### src/rtl/tmr_irq_pkg.sv
package tmr_irq_pkg;

    localparam int REG_W    = 8;
    localparam int N_CMP    = 3;
    localparam int N_SRC    = N_CMP + 2;
    localparam int SRC_OVF  = 0;
    localparam int SRC_CMP0 = 1;
    localparam int SRC_CAP  = N_CMP + 1;
    localparam int CAP_BIT  = 5;

    typedef enum logic [0:0] {
        CMP_IDLE  = 1'b0,
        CMP_ARMED = 1'b1
    } cmp_state_e;

    function automatic int src_bit(input int src);
        return (src == SRC_CAP) ? CAP_BIT : src;
    endfunction

    function automatic logic [REG_W-1:0] pack_src(input logic [N_SRC-1:0] v);
        logic [REG_W-1:0] r;
        r = '0;
        for (int i = 0; i < N_SRC; i++) begin
            r[src_bit(i)] = v[i];
        end
        return r;
    endfunction

    function automatic logic [N_SRC-1:0] unpack_src(input logic [REG_W-1:0] w);
        logic [N_SRC-1:0] r;
        for (int i = 0; i < N_SRC; i++) begin
            r[i] = w[src_bit(i)];
        end
        return r;
    endfunction

endpackage

### src/rtl/tmr_irq_cmp_delay.sv
module tmr_irq_cmp_delay
    import tmr_irq_pkg::*;
#(
    parameter int NUM_CMP = N_CMP
) (
    input  logic               clk,
    input  logic               rst_n,
    input  logic               tick,
    input  logic [NUM_CMP-1:0] eq,
    input  logic [NUM_CMP-1:0] frc,
    output logic [NUM_CMP-1:0] fire
);

    for (genvar g = 0; g < NUM_CMP; g++) begin : g_chan
        cmp_state_e st_q;
        cmp_state_e st_d;
        logic       hit;

        assign hit = eq[g] && !frc[g];

        always_ff @(posedge clk or negedge rst_n) begin
            if (!rst_n) begin
                st_q <= CMP_IDLE;
            end else begin
                st_q <= st_d;
            end
        end

        always_comb begin
            st_d = st_q;
            unique case (st_q)
                CMP_IDLE: begin
                    if (tick && hit) begin
                        st_d = CMP_ARMED;
                    end
                end
                CMP_ARMED: begin
                    if (tick) begin
                        st_d = hit ? CMP_ARMED : CMP_IDLE;
                    end
                end
                default: st_d = CMP_IDLE;
            endcase
        end

        always_comb begin
            fire[g] = 1'b0;
            unique case (st_q)
                CMP_IDLE:  fire[g] = 1'b0;
                CMP_ARMED: fire[g] = tick;
                default:   fire[g] = 1'b0;
            endcase
        end
    end

endmodule

### src/rtl/tmr_irq_src_sel.sv
module tmr_irq_src_sel
    import tmr_irq_pkg::*;
(
    input  logic             tick,
    input  logic             ovf,
    input  logic             cap_edge,
    input  logic             cnt_at_top,
    input  logic             cap_is_top,
    input  logic [N_CMP-1:0] cmp_fire,
    output logic [N_SRC-1:0] hw_set
);

    logic cap_evt;

    always_comb begin
        cap_evt = cap_is_top ? cnt_at_top : cap_edge;
    end

    always_comb begin
        hw_set                          = '0;
        hw_set[SRC_OVF]                 = tick && ovf;
        hw_set[SRC_CAP]                 = tick && cap_evt;
        hw_set[SRC_CMP0 +: N_CMP]       = cmp_fire;
    end

endmodule

### src/rtl/tmr_irq_flag_bank.sv
module tmr_irq_flag_bank
    import tmr_irq_pkg::*;
#(
    parameter int NUM_SRC = N_SRC
) (
    input  logic               clk,
    input  logic               rst_n,
    input  logic [NUM_SRC-1:0] hw_set,
    input  logic [NUM_SRC-1:0] clr,
    output logic [NUM_SRC-1:0] flags
);

    for (genvar g = 0; g < NUM_SRC; g++) begin : g_flag
        always_ff @(posedge clk or negedge rst_n) begin
            if (!rst_n) begin
                flags[g] <= 1'b0;
            end else if (hw_set[g]) begin
                flags[g] <= 1'b1;
            end else if (clr[g]) begin
                flags[g] <= 1'b0;
            end
        end
    end

endmodule

### src/rtl/tmr_irq_regs.sv
module tmr_irq_regs
    import tmr_irq_pkg::*;
(
    input  logic             clk,
    input  logic             rst_n,
    input  logic             bus_we,
    input  logic             bus_addr,
    input  logic [REG_W-1:0] bus_wdata,
    input  logic [N_SRC-1:0] flags,
    output logic [N_SRC-1:0] w1c,
    output logic [N_SRC-1:0] mask,
    output logic [REG_W-1:0] bus_rdata
);

    localparam logic ADDR_FLAG = 1'b0;
    localparam logic ADDR_MASK = 1'b1;

    logic [N_SRC-1:0] wsrc;

    always_comb begin
        wsrc = unpack_src(bus_wdata);
        w1c  = (bus_we && bus_addr == ADDR_FLAG) ? wsrc : '0;
    end

    always_ff @(posedge clk or negedge rst_n) begin
        if (!rst_n) begin
            mask <= '0;
        end else if (bus_we && bus_addr == ADDR_MASK) begin
            mask <= wsrc;
        end
    end

    always_comb begin
        bus_rdata = (bus_addr == ADDR_MASK) ? pack_src(mask) : pack_src(flags);
    end

endmodule

### src/rtl/tmr_irq_ctrl.sv
module tmr_irq_ctrl
    import tmr_irq_pkg::*;
(
    input  logic             clk,
    input  logic             rst_n,
    input  logic             tick,
    input  logic [N_CMP-1:0] cmp_eq,
    input  logic [N_CMP-1:0] cmp_force,
    input  logic             cap_edge,
    input  logic             cnt_at_top,
    input  logic             cap_is_top,
    input  logic             ovf,
    input  logic             gie,
    input  logic [N_SRC-1:0] ack,
    input  logic             bus_we,
    input  logic             bus_addr,
    input  logic [REG_W-1:0] bus_wdata,
    output logic [REG_W-1:0] bus_rdata,
    output logic [N_SRC-1:0] irq
);

    logic [N_CMP-1:0] cmp_fire;
    logic [N_SRC-1:0] hw_set;
    logic [N_SRC-1:0] w1c;
    logic [N_SRC-1:0] mask_q;
    logic [N_SRC-1:0] flags_q;
    logic [N_SRC-1:0] clr;

    tmr_irq_cmp_delay #(.NUM_CMP(N_CMP)) u_cmp (
        .clk   (clk),
        .rst_n (rst_n),
        .tick  (tick),
        .eq    (cmp_eq),
        .frc   (cmp_force),
        .fire  (cmp_fire)
    );

    tmr_irq_src_sel u_sel (
        .tick       (tick),
        .ovf        (ovf),
        .cap_edge   (cap_edge),
        .cnt_at_top (cnt_at_top),
        .cap_is_top (cap_is_top),
        .cmp_fire   (cmp_fire),
        .hw_set     (hw_set)
    );

    assign clr = w1c | ack;

    tmr_irq_flag_bank #(.NUM_SRC(N_SRC)) u_flags (
        .clk    (clk),
        .rst_n  (rst_n),
        .hw_set (hw_set),
        .clr    (clr),
        .flags  (flags_q)
    );

    tmr_irq_regs u_regs (
        .clk       (clk),
        .rst_n     (rst_n),
        .bus_we    (bus_we),
        .bus_addr  (bus_addr),
        .bus_wdata (bus_wdata),
        .flags     (flags_q),
        .w1c       (w1c),
        .mask      (mask_q),
        .bus_rdata (bus_rdata)
    );

    always_comb begin
        irq = flags_q & mask_q & {N_SRC{gie}};
    end

endmodule

### config.mk
export PLATFORM = sky130hd
export DESIGN_NAME = tmr_irq_ctrl
export DESIGN_NICKNAME = d
export VERILOG_FILES = /design/src/rtl/tmr_irq_pkg.sv /design/src/rtl/tmr_irq_cmp_delay.sv /design/src/rtl/tmr_irq_src_sel.sv /design/src/rtl/tmr_irq_flag_bank.sv /design/src/rtl/tmr_irq_regs.sv /design/src/rtl/tmr_irq_ctrl.sv
export SDC_FILE = /design/constraint.sdc
export NUM_CORES = 1
export LEC_CHECK = 0
export BUFFER_PORTS_ARGS = -buffer_cell sky130_fd_sc_hd__buf_2
export CORE_MARGIN = 1.5
export CORE_UTILIZATION = 44
export DETAILED_ROUTE_END_ITERATION = 7
export GPL_TIMING_DRIVEN = 0
export PLACE_DENSITY = 0.88
export SLEW_MARGIN = 20
export SYNTH_ARGS = -nofsm -noshare
export SYNTH_HDL_FRONTEND = slang
export SYNTH_SLANG_ARGS = --single-unit
### constraint.sdc
create_clock -name clk -period 2.25 [get_ports clk]
set_clock_uncertainty 0.15 [all_clocks]
set_input_delay 0 -clock clk [delete_from_list [all_inputs] [get_ports clk]]
set_output_delay 0 -clock clk [all_outputs]
set_load 0.02 [all_outputs]
# Yosys cells after proc, flatten, opt, wreduce, memory -nomap -nowiden
# Index checks and enable logic that the tools add are counted.
[totals]
reg_bits = 13
input_bits = 29
[classes]
mux = 28
n_bitwise = 7
n_reduce_logical = 18
[op_table]
columns = ["operator", "count"]
rows = [
  ["$mux W1", 20],
  ["$pmux W1 S2", 6],
  ["$and A5 B5 Y5", 2],
  ["$logic_and A1 B1 Y1", 10],
  ["$reduce_bool A2 Y1", 5],
  ["$mux W6", 1],
  ["$mux W5", 1],
  ["$or A5 B5 Y5", 1],
  ["$not A1 Y1", 4],
  ["$logic_not A1 Y1", 3],
]

# Logic depth before layout (Yosys ltp)
# Gate-level depths: netlist of run 1.
[logic_depth]
ltp_word = 6
mapped_depth = 3
mapped_depth_nobuf = 2

# Cells and area by module
# A second synthesis of run 1 with hierarchy kept.
[hier_totals]
hier_cells = 74
area_unflattened_um2 = 805.8
[modules_own_cells]
columns = ["module", "cells_per_inst", "instances", "area_each_um2"]
rows = [
  ["tmr_irq_regs", 27, 1, 342.8],
  ["tmr_irq_flag_bank", 15, 1, 181.4],
  ["tmr_irq_cmp_delay", 16, 1, 173.9],
  ["tmr_irq_ctrl", 10, 1, 62.6],
  ["tmr_irq_src_sel", 6, 1, 45.0],
]

# Least setup slack after synthesis of run 1
# No wires, ideal clock.
[synth_timing]
path_kind = "register to register"
start = "register u_regs.mask[0] (netlist name)"
end = "register u_regs.mask[0]"
period_less_slack_ns = 0.876
arrival_ns = 0.601
setup_time_ns = 0.125
path_buffers = 0
path_stages_with_launch = 2
setup_slack_ns = 1.374
path_cell_list = "dfrtp_1 > mux2_2"
[synth_lines]
columns = ["item", "line_no", "text"]
rows = [
  ["end signal: assignment", "tmr_irq_regs.sv:29", "mask <= wsrc;"],
  ["end: declaration", "tmr_irq_regs.sv:11", "output logic [N_SRC-1:0] mask,"],
]

# Worst setup path in the final report of run 1
[layout_timing]
start = "input tick"
end = "register u_flags.flags[3]"
[layout_via]
elab_chain_cells = 2
[layout_rtl]
columns = ["item", "line_no", "text"]
rows = [
  ["start: declaration", "tmr_irq_ctrl.sv:6", "input logic tick,"],
  ["$pmux W1 S2 (*)", "tmr_irq_cmp_delay.sv:48", "unique case (st_q)"],
  ["$mux W1 or $reduce_bool A2 Y1 (tied branches)", "-", ""],
  ["end signal: indexed assignment", "tmr_irq_flag_bank.sv:16", "flags[g] <= 1'b0;"],
  ["end signal: indexed assignment", "tmr_irq_flag_bank.sv:18", "flags[g] <= 1'b1;"],
  ["end signal: indexed assignment", "tmr_irq_flag_bank.sv:20", "flags[g] <= 1'b0;"],
  ["end: declaration", "tmr_irq_flag_bank.sv:10", "output logic [NUM_SRC-1:0] flags"],
]
# Every way passes the cells marked *; elsewhere a longest branch is shown, timed or not.
# A chain may end at the register's enable or synchronous reset.

==> results of run 1 <==
==> routing by layer <==
layer | GRT usage | vias up | wire, um | part of all wire
met5 | 0 | - | 0 | 0
met4 | 0.1250 | 0 | 24 | 0.013
met3 | 0.03879 | 3 | 179 | 0.097
met2 | 0.4246 | 44 | 922 | 0.50
met1 | 0.2700 | 318 | 723 | 0.39
li1 | - | 335 | - | -
==> cells by family after synthesis <==
logic type | share of synthesized area
flip-flops | 0.4806
other | 0.005540
AO/OA/AOI/OAI | 0.1017
buffers and inverters | 0.1017
multiplexers | 0.1830
AND/OR/NAND/NOR | 0.1276
==> metrics by stage <==
stage	hold WS (ns)	power, mW	cell area (sq um)	setup slack (ns)	std cells
after floorplan	-0.4456	0.3648	684.4	1.374	62
after global placement	-0.2542	0.4154	878.3	1.312	112
after detailed placement	-0.2512	0.4207	878.3	1.302	112
after CTS	0.01401	0.5970	1135	0.6630	139
after global routing	0.03907	0.6336	1135	0.5820	139
final	0.01406	0.5995	1135	0.6071	139
==> worst max-delay path: cells and delay by family <==
family          cells  cell delay [ns]
buf+inv             4             1.41
compound gates      1             0.23
==> worst paths after layout <==
kind,startpoint,end,slack [ns],cells past startpoint
min in group asynchronous,rst_n,u_regs.mask[0],0.68,3
max reg2reg,u_flags.flags[3],u_flags.flags[3],0.76,2
max in group asynchronous,rst_n,u_regs.mask[2],0.89,3
min,bus_addr,u_regs.mask[3],0.01,3
max,tick,u_flags.flags[3],0.61,5
min reg2reg,u_regs.mask[3],u_regs.mask[3],0.37,1
==> area by class of cell <==
type / instances / share of cell area
Tap cell: 15 / 0.01654
Timing Repair Buffer: 58 / 0.3572
Sequential cell: 13 / 0.2867
Multi-Input combinational cell: 36 / 0.2558
Clock buffer: 4 / 0.02315
Inverter: 8 / 0.02646
Buffer: 5 / 0.03418
==> power groups by stage <==
stage | Combinational (mW) | Clock [mW] | Sequential [mW]
after floorplan | 0.0895 | 0 | 0.275
after global placement | 0.138 | 0 | 0.278
after detailed placement | 0.141 | 0 | 0.280
after CTS | 0.179 | 0.143 | 0.275
after global routing | 0.199 | 0.154 | 0.281
final | 0.184 | 0.140 | 0.276
==> cells in the mapped netlist <==
library cell / instances
dfrtp_1: 13
mux2_2: 11
inv_1: 8
a32o_1: 5
and3_1: 5
nand3b_1: 5
buf_4: 3
nand2_1: 3
o22ai_1: 3
buf_2: 1
buf_6: 1
conb_1: 1
nand2_2: 1
==> flow_metrics.tcl, run 1 <==
set metrics [dict create \
    gr-usage-all-layers 0.2387 \
    post_cts_resize_count 0 \
    wirelength_um 1850 \
    fillers 86 \
    numCtsBuffers 3 \
    fin_tns_setup_ns 0 \
    first_global_vias 753 \
    avgSynthCellArea_sq_um 11.28 \
    post_drt_via_cell_ratio 5.036 \
    fp.dieH_um 42.22 \
    cts-htree-levels 1 \
    place.gp.congestion 0.7996 \
    rsz0062_at_grt "no" \
    layout_common_cells "buf_2, dlygate4sd3_1, dfrtp_1, mux2_2, inv_1" \
    cts_tree "done" \
    hold_path.class "input port to flip-flop" \
    cp_max_fo 10 \
    multi_input_area_sq_um 290.3 \
    synth_top_area_share 0.4806 \
    ys_ff_latch 13 \
    layout_commonest_cell "buf_2" \
    core_sq_um 1366 \
    switching_power_uw 167.4 \
    drt-initial-drc-count 6 \
    endpoint_kind "flip-flop" \
    io_pins 42 \
    clockBufferDepth 2 \
    pwr-share-seq 0.460 \
    cts_hold_buf 23 \
    critPathRequiredTime_ns 2.25 \
    syn_inst 60 \
    fin_crit_sh 0.7302 \
    grt_first_pass_wirelength_um 3222 \
    run_status "finished, final reports clean" \
    cp_data_arrival_time_ns 1.65 \
    postRouteAntennaNets 0 \
    max_slew_margin 0.6021 \
    post_cts_buffers 0 \
    dr.pass1.iters 4 \
    antenna_found_initial 0 \
    path_clk_slew_ns 0.07 \
    clock_sinks 13 \
    diodes 0 \
    grt_start_max_net_pins 14 \
    numPortBuffers 35 \
    p_sw_frac 0.2792 \
    cap_violations 0 \
    yosys.cell_types.count 13 \
    ys_seq_area_frac 0.4806 \
    p_comb_frac 0.306 \
    max-vdd-ir-drop_mv 0.3418 \
    clock_power_share 0.234 \
    post-route-util 0.8306 \
    tightestPinTransition_ns 0.5949 \
    fmax_mhz 608.7 \
    start_util 0.4954 \
    syn-cell-area_sq_um 676.9 \
    p_per_area_nw_per_um2 528.2 \
    worstSetupPathType "input port to flip-flop" \
    yosys.area.top_type "dfrtp_1" \
    p_leak_nw 0.6085 \
    gr-total-overflow 0 \
    drive_gt1_frac 0.4435 \
    seq_area_sq_um 325.3 \
    internal_power_uw 432.1 \
    dpl.hpwl_um 1043 \
    start_kind "input port" \
    slowest_delay_ns 0.57 \
    post-route-min-period_ns 1.643 \
    nNetsFinal 154 \
    final_hold_viol_count 0 \
    ys_warn_count 0 \
    die_area_sq_um 1783 \
    synthTopCellsByArea "dfrtp_1, mux2_2, a32o_1, nand3b_1, and3_1" \
    vias 700 \
    crit_chain "dlygate4sd3_1 -> buf_2 -> buf_2 -> a32o_1 -> dlygate4sd3_1" \
    setup_viol 0 \
    clk_latency_ns 0.27 \
    cts_root_buffer "clkbuf_4" \
    final_max_slew_viol_count 0 \
    syn_to_final_growth_pct 67.65 \
    remaining_drc_errors 0 \
    rows 13 \
    cp_slowest_cell "dlygate4sd3_1" \
    wl_per_cell_um 13.31 \
    die_x_um 42.22 \
]
(Power assumes the default switching activity.)
==> run 2: changes to the inputs <==
--- a/config.mk
+++ b/config.mk
@@ -7,10 +7,10 @@
 export LEC_CHECK = 0
 export BUFFER_PORTS_ARGS = -buffer_cell sky130_fd_sc_hd__buf_2
 export CORE_MARGIN = 1.5
-export CORE_UTILIZATION = 44
+export CORE_UTILIZATION = 41
 export DETAILED_ROUTE_END_ITERATION = 7
 export GPL_TIMING_DRIVEN = 0
-export PLACE_DENSITY = 0.88
+export PLACE_DENSITY = 0.83
 export SLEW_MARGIN = 20
 export SYNTH_ARGS = -nofsm -noshare
 export SYNTH_HDL_FRONTEND = slang
==> constraint.sdc (replaced) <==
create_clock -name clk -period 1.7 [get_ports clk]
set_clock_uncertainty 0.15 [all_clocks]
set_input_delay 0 -clock clk [delete_from_list [all_inputs] [get_ports clk]]
set_output_delay 0 -clock clk [all_outputs]
set_load 0.02 [all_outputs]
==> run 2 against run 1 <==
Non-clock buffer count shrank 3. Critical path depth unchanged. Sequential cell count did not move. Sequential power increased by 33%. Die area grew 6.8%. Power increased by 30%. Register-to-register slack worse by 0.50 ns. First-iteration DRC count is 50% higher. Count of clock-buffer cells in the layout unchanged. Routed wire length down 1.8%. Global-route usage decreased by 2.9 points. Hold slack lost 0.0056 ns.
==> flow_metrics.tcl, run 2 (same netlist as run 1, synthesis figures left out) <==
set metrics [dict create \
    critPathRequiredTime_ns 1.70 \
    run_status "finished, final reports clean" \
    hold_path.class "input port to flip-flop" \
    crit_chain "dlygate4sd3_1 -> buf_2 -> buf_2 -> a32o_1 -> dlygate4sd3_1" \
    start_kind "input port" \
    wirelength_um 1816 \
    final_hold_viol_count 0 \
    cp_slowest_cell "dlygate4sd3_1" \
    cp_data_arrival_time_ns 1.61 \
    endpoint_kind "flip-flop" \
    finalPower_uw 779.2 \
    drt-initial-drc-count 9 \
    setup_viol 0 \
    start_util 0.4442 \
    gr-usage-all-layers 0.2094 \
    first_global_vias 686 \
    busiest_layer "met2" \
    numPortBuffers 35 \
    grt_first_pass_wirelength_um 2863 \
    reg2reg_depth 2 \
    max-vdd-ir-drop_mv 0.8007 \
    dpl.hpwl_um 1128 \
    grt_use_met3 0.05417 \
    cp_max_fo 10 \
    use_met1 0.2102 \
    fillers 116 \
    wl_per_cell_um 13.26 \
    post-route-min-period_ns 1.608 \
    tightestPinTransition_ns 0.5677 \
    clock_sinks 13 \
    cts-htree-levels 1 \
    vias 667 \
    antenna_found_initial 0 \
    rsz0062_at_grt "no" \
    core_sq_um 1524 \
    layout_commonest_cell "buf_2" \
    numCtsBuffers 3 \
    post_drt_via_cell_ratio 4.869 \
    syn_to_final_growth_pct 63.40 \
    fin_crit_sh 0.9457 \
    slowest_delay_ns 0.56 \
    use_met2 0.4147 \
    seq_area_sq_um 325.3 \
    max_slew_margin 0.6203 \
    die_x_um 43.63 \
    fmax_mhz 622.0 \
    die_area_sq_um 1904 \
    remaining_drc_errors 0 \
    worstSetupPathType "input port to flip-flop" \
    final_max_slew_viol_count 0 \
    dr.pass1.iters 4 \
    cts_root_buffer "clkbuf_4" \
    cts_tree "done" \
    clk_latency_ns 0.27 \
    min_path_cells 3 \
    fp.dieH_um 43.63 \
    gr-total-overflow 0 \
    grt_start_max_net_pins 14 \
    layout_common_cells "buf_2, dlygate4sd3_1, dfrtp_1, mux2_2, inv_1" \
    multi_input_area_sq_um 290.3 \
    nNetsFinal 151 \
    place.gp.congestion 0.7675 \
    p_leak_nw 0.5907 \
    drive_gt1_frac 0.4545 \
    diodes 0 \
    hold_ws_ns 0.008438 \
    rows 14 \
    cap_violations 0 \
    clockBufferDepth 2 \
    path_clk_slew_ns 0.07 \
    postRouteAntennaNets 0 \
    p_per_area_nw_per_um2 704.5 \
    io_pins 42 \
    fin_tns_setup_ns 0 \
]
## run 2: cell types whose count changed in the layout (fill, tap and decap cells not counted), sizes merged
cell,delta
dlygate4sd3,-3
## run 2: area by class of cell
class / instances / area share
inverters: 8 / 0.02715
repair buffers: 55 / 0.3394
clock buffers: 4 / 0.02376
well taps: 16 / 0.01810
plain buffers: 5 / 0.03507
flip-flops and latches: 13 / 0.2941
multi-input cells: 36 / 0.2624
## run 2: power by group
part,total (mW),internal (mW),switching [mW],leakage (nW)
sequential,0.366,0.344,0.0224,0.162
clock,0.183,0.0908,0.0917,0.0150
combinational,0.231,0.129,0.102,0.414
total,0.779,0.563,0.216,0.591
## run 2: metal layers
layer  up-vias  wire length (um)
met1       312               666
met3         2                77
met5         -                 0
li1        329                 -
met4         0                12
met2        24              1059
## run 2: worst max-delay path, delay by kind of cell
| family | cells | cell delay [ns] |
|---|---|---|
| compound gates | 1 | 0.21 |
| buf+inv | 4 | 1.39 |
## run 2: timing repair
| action | 4_1_cts | 5_1_grt |
|---|---|---|
| hold buffers | 20 | 0 |
| endpoints found under the setup margin | 0 | 0 |
| gates resized for setup | 0 | 0 |
| setup buffers | 0 | 0 |
| endpoints found under the hold margin | 26 | 0 |
## run 2: per-stage QoR
step,instances,setup slack [ns],instance area [sq um],utilization
floorplan,62,0.8243,684.4,-
global placement,113,0.7636,879.6,0.5772
detailed placement,113,0.7449,879.6,0.5772
CTS,137,0.1181,1106,0.7258
global route,137,0.05383,1106,0.7258
finish,137,0.09224,1106,0.7258
## run 2: worst paths after layout
path / from / end / slack, ns
min: bus_addr / u_regs.mask[4] / 0.008
min in group asynchronous: rst_n / asynchronous set/reset pin / 0.63
min reg2reg: flip-flop / u_flags.flags[3] / 0.35
max reg2reg: u_flags.flags[4] / u_flags.flags[4] / 0.26
max in group asynchronous: rst_n / u_regs.mask[1] / 0.40
max: tick / u_flags.flags[0] / 0.09
==> run 3: changes to the inputs <==
==> constraint.sdc (replaced) <==
create_clock -name clk -period 1.7 [get_ports clk]
set_clock_uncertainty 0.15 [all_clocks]
set_input_delay 0.425 -clock clk [delete_from_list [all_inputs] [get_ports clk]]
set_output_delay 0.425 -clock clk [all_outputs]
set_load 0.02 [all_outputs]
==> run 3 against run 2 <==
Hold slack improved by 0.17 ns. Non-clock buffer count fell by 18. Sequential cell count did not move. Clock power barely moved. Final area fell by 13%. Sequential power barely moved. Routed wire length fell by 13%. Core utilization fell by 9.2 points. Critical endpoint is now bus_rdata[2]. Largest cell class is now flip-flops and latches.
==> flow_metrics.tcl, run 3 (same netlist as run 1, synthesis figures left out) <==
set metrics [dict create \
    cp_data_arrival_time_ns 1.08 \
    endpoint_kind "output port" \
    reg2reg_depth 1 \
    clk_latency_ns 0.27 \
    die_area_sq_um 1904 \
    wl_per_cell_um 13.21 \
    gr-usage-all-layers 0.1816 \
    seq_area_sq_um 325.3 \
    postRouteAntennaNets 0 \
    antenna_found_initial 0 \
    wirelength_um 1572 \
    cts_tree "done" \
    grt_use_met3 0.05000 \
    final_hold_viol_count 0 \
    critPathTopFamily "flip-flops" \
    reg2reg_from "u_regs.mask[2]" \
    numCtsBuffers 3 \
    path_buf_inv 1 \
    rrSetupSlack_ns 0.76 \
    dpl.hpwl_um 1128 \
    p_per_area_nw_per_um2 801.8 \
    reg2reg_to "u_regs.mask[2]" \
    cts-htree-levels 1 \
    cp_max_fo 3 \
    cp_slowest_cell "dfrtp_1" \
    drive_gt1_frac 0.5437 \
    place.gp.congestion 0.7675 \
    post_drt_via_cell_ratio 4.966 \
    fillers 139 \
    drt-initial-drc-count 8 \
    layout_commonest_cell "buf_2" \
    nNetsFinal 133 \
    fp.dieH_um 43.63 \
    run_status "finished, final reports clean" \
    rows 14 \
    rsz0062_at_grt "no" \
    gr-total-overflow 0 \
    first_global_vias 608 \
    io_pins 42 \
    finalNonFillerCells 119 \
    max-vdd-ir-drop_mv 0.7538 \
    use_met2 0.3471 \
    grt_first_pass_wirelength_um 2490 \
    post-route-util 0.6338 \
    grt_start_max_net_pins 14 \
    critPathRequiredTime_ns 1.12 \
    place_inst 113 \
    core_sq_um 1524 \
    multi_input_area_sq_um 305.3 \
    start_kind "flip-flop" \
    use_met1 0.1887 \
    numPortBuffers 35 \
    diodes 0 \
    post-route-min-period_ns 1.652 \
    path_clk_slew_ns 0.07 \
    setup_viol 0 \
    layout_common_cells "buf_2, dfrtp_1, inv_1, mux2_2" \
    dr.pass1.iters 4 \
    hold_path.class "input port to flip-flop" \
    final_max_slew_viol_count 0 \
    crit_chain "mux2_2 -> buf_6" \
    vias 591 \
    cts_root_buffer "clkbuf_4" \
    min_path_cells 2 \
    cap_violations 0 \
    busiest_layer "met2" \
    start_util 0.4442 \
    clock_sinks 13 \
    clockBufferDepth 2 \
    fin_crit_sh 0.9717 \
    remaining_drc_errors 0 \
    die_x_um 43.63 \
    p_leak_nw 0.5326 \
    slowest_delay_ns 0.40 \
    syn_to_final_growth_pct 42.70 \
    fmax_mhz 605.4 \
    hold_path_startpoint "cmp_force[2]" \
    worstSetupPathType "flip-flop to output port" \
]
-- run 3: cell count changes in the layout (fill, tap and decap cells not counted), sizes merged --
| cell | previous run | this run |
|---|---|---|
| buf | 40 | 41 |
| dlygate4sd3 | 20 | 1 |
-- run 3: what timing repair did --
| action | CTS | global route |
|---|---|---|
| gates resized for setup | 10 | 5 |
| setup endpoints to repair | 5 | 5 |
| endpoints found under the hold margin | 13 | 0 |
| gates cloned | 1 | 0 |
| hold buffers | 1 | 0 |
| buffers inserted | 1 | 0 |
-- run 3: stage by stage --
step / hold slack [ns] / instance area [sq um] / setup TNS (ns) / total power, mW / worst slack [ns]
floorplan: -0.02059 / 684.4 / 0 / 0.4828 / 0.2182
global placement: 0.1710 / 879.6 / -0.1129 / 0.5506 / -0.02918
detailed placement: 0.1706 / 879.6 / -0.1333 / 0.5596 / -0.03324
CTS: 0.1699 / 959.7 / -0.06451 / 0.7731 / -0.01646
global route: 0.1718 / 965.9 / 0 / 0.8172 / 0.004966
finish: 0.1775 / 965.9 / 0 / 0.7745 / 0.04812
-- run 3: how the worst max path moves through the flow --
stage	startpoint	to	slack [ns]	depth (start not counted)
2_1_floorplan	bus_addr	bus_rdata[0]	0.22	2
3_3_place_gp	bus_addr	bus_rdata[3]	-0.03	4
3_5_place_dp	bus_addr	bus_rdata[3]	-0.03	4
4_1_cts	bus_addr	bus_rdata[3]	-0.02	4
5_1_grt	u_flags.flags[1]	bus_rdata[1]	0.005	2
6_report	u_regs.mask[2]	bus_rdata[2]	0.05	2
-- run 3: cell type report --
class / instances / share of cell area
flip-flops and latches: 13 / 0.3368
inverters: 8 / 0.03109
plain buffers: 4 / 0.02850
clock buffers: 4 / 0.02720
well taps: 16 / 0.02073
multi-input cells: 36 / 0.3161
repair buffers: 38 / 0.2396
-- run 3: metal layers --
metal | routed length [um] | share of wire | vias to the layer above
li1 | - | - | 293
met1 | 600 | 0.38 | 276
met2 | 881 | 0.56 | 20
met3 | 75 | 0.048 | 2
met4 | 14 | 0.0089 | 0
met5 | 0 | 0 | -
-- run 3: power breakdown --
| group | internal (mW) | switching [mW] |
|---|---|---|
| combinational | 0.125 | 0.0996 |
| sequential | 0.344 | 0.0240 |
| clock | 0.0908 | 0.0916 |
| total | 0.559 | 0.215 |
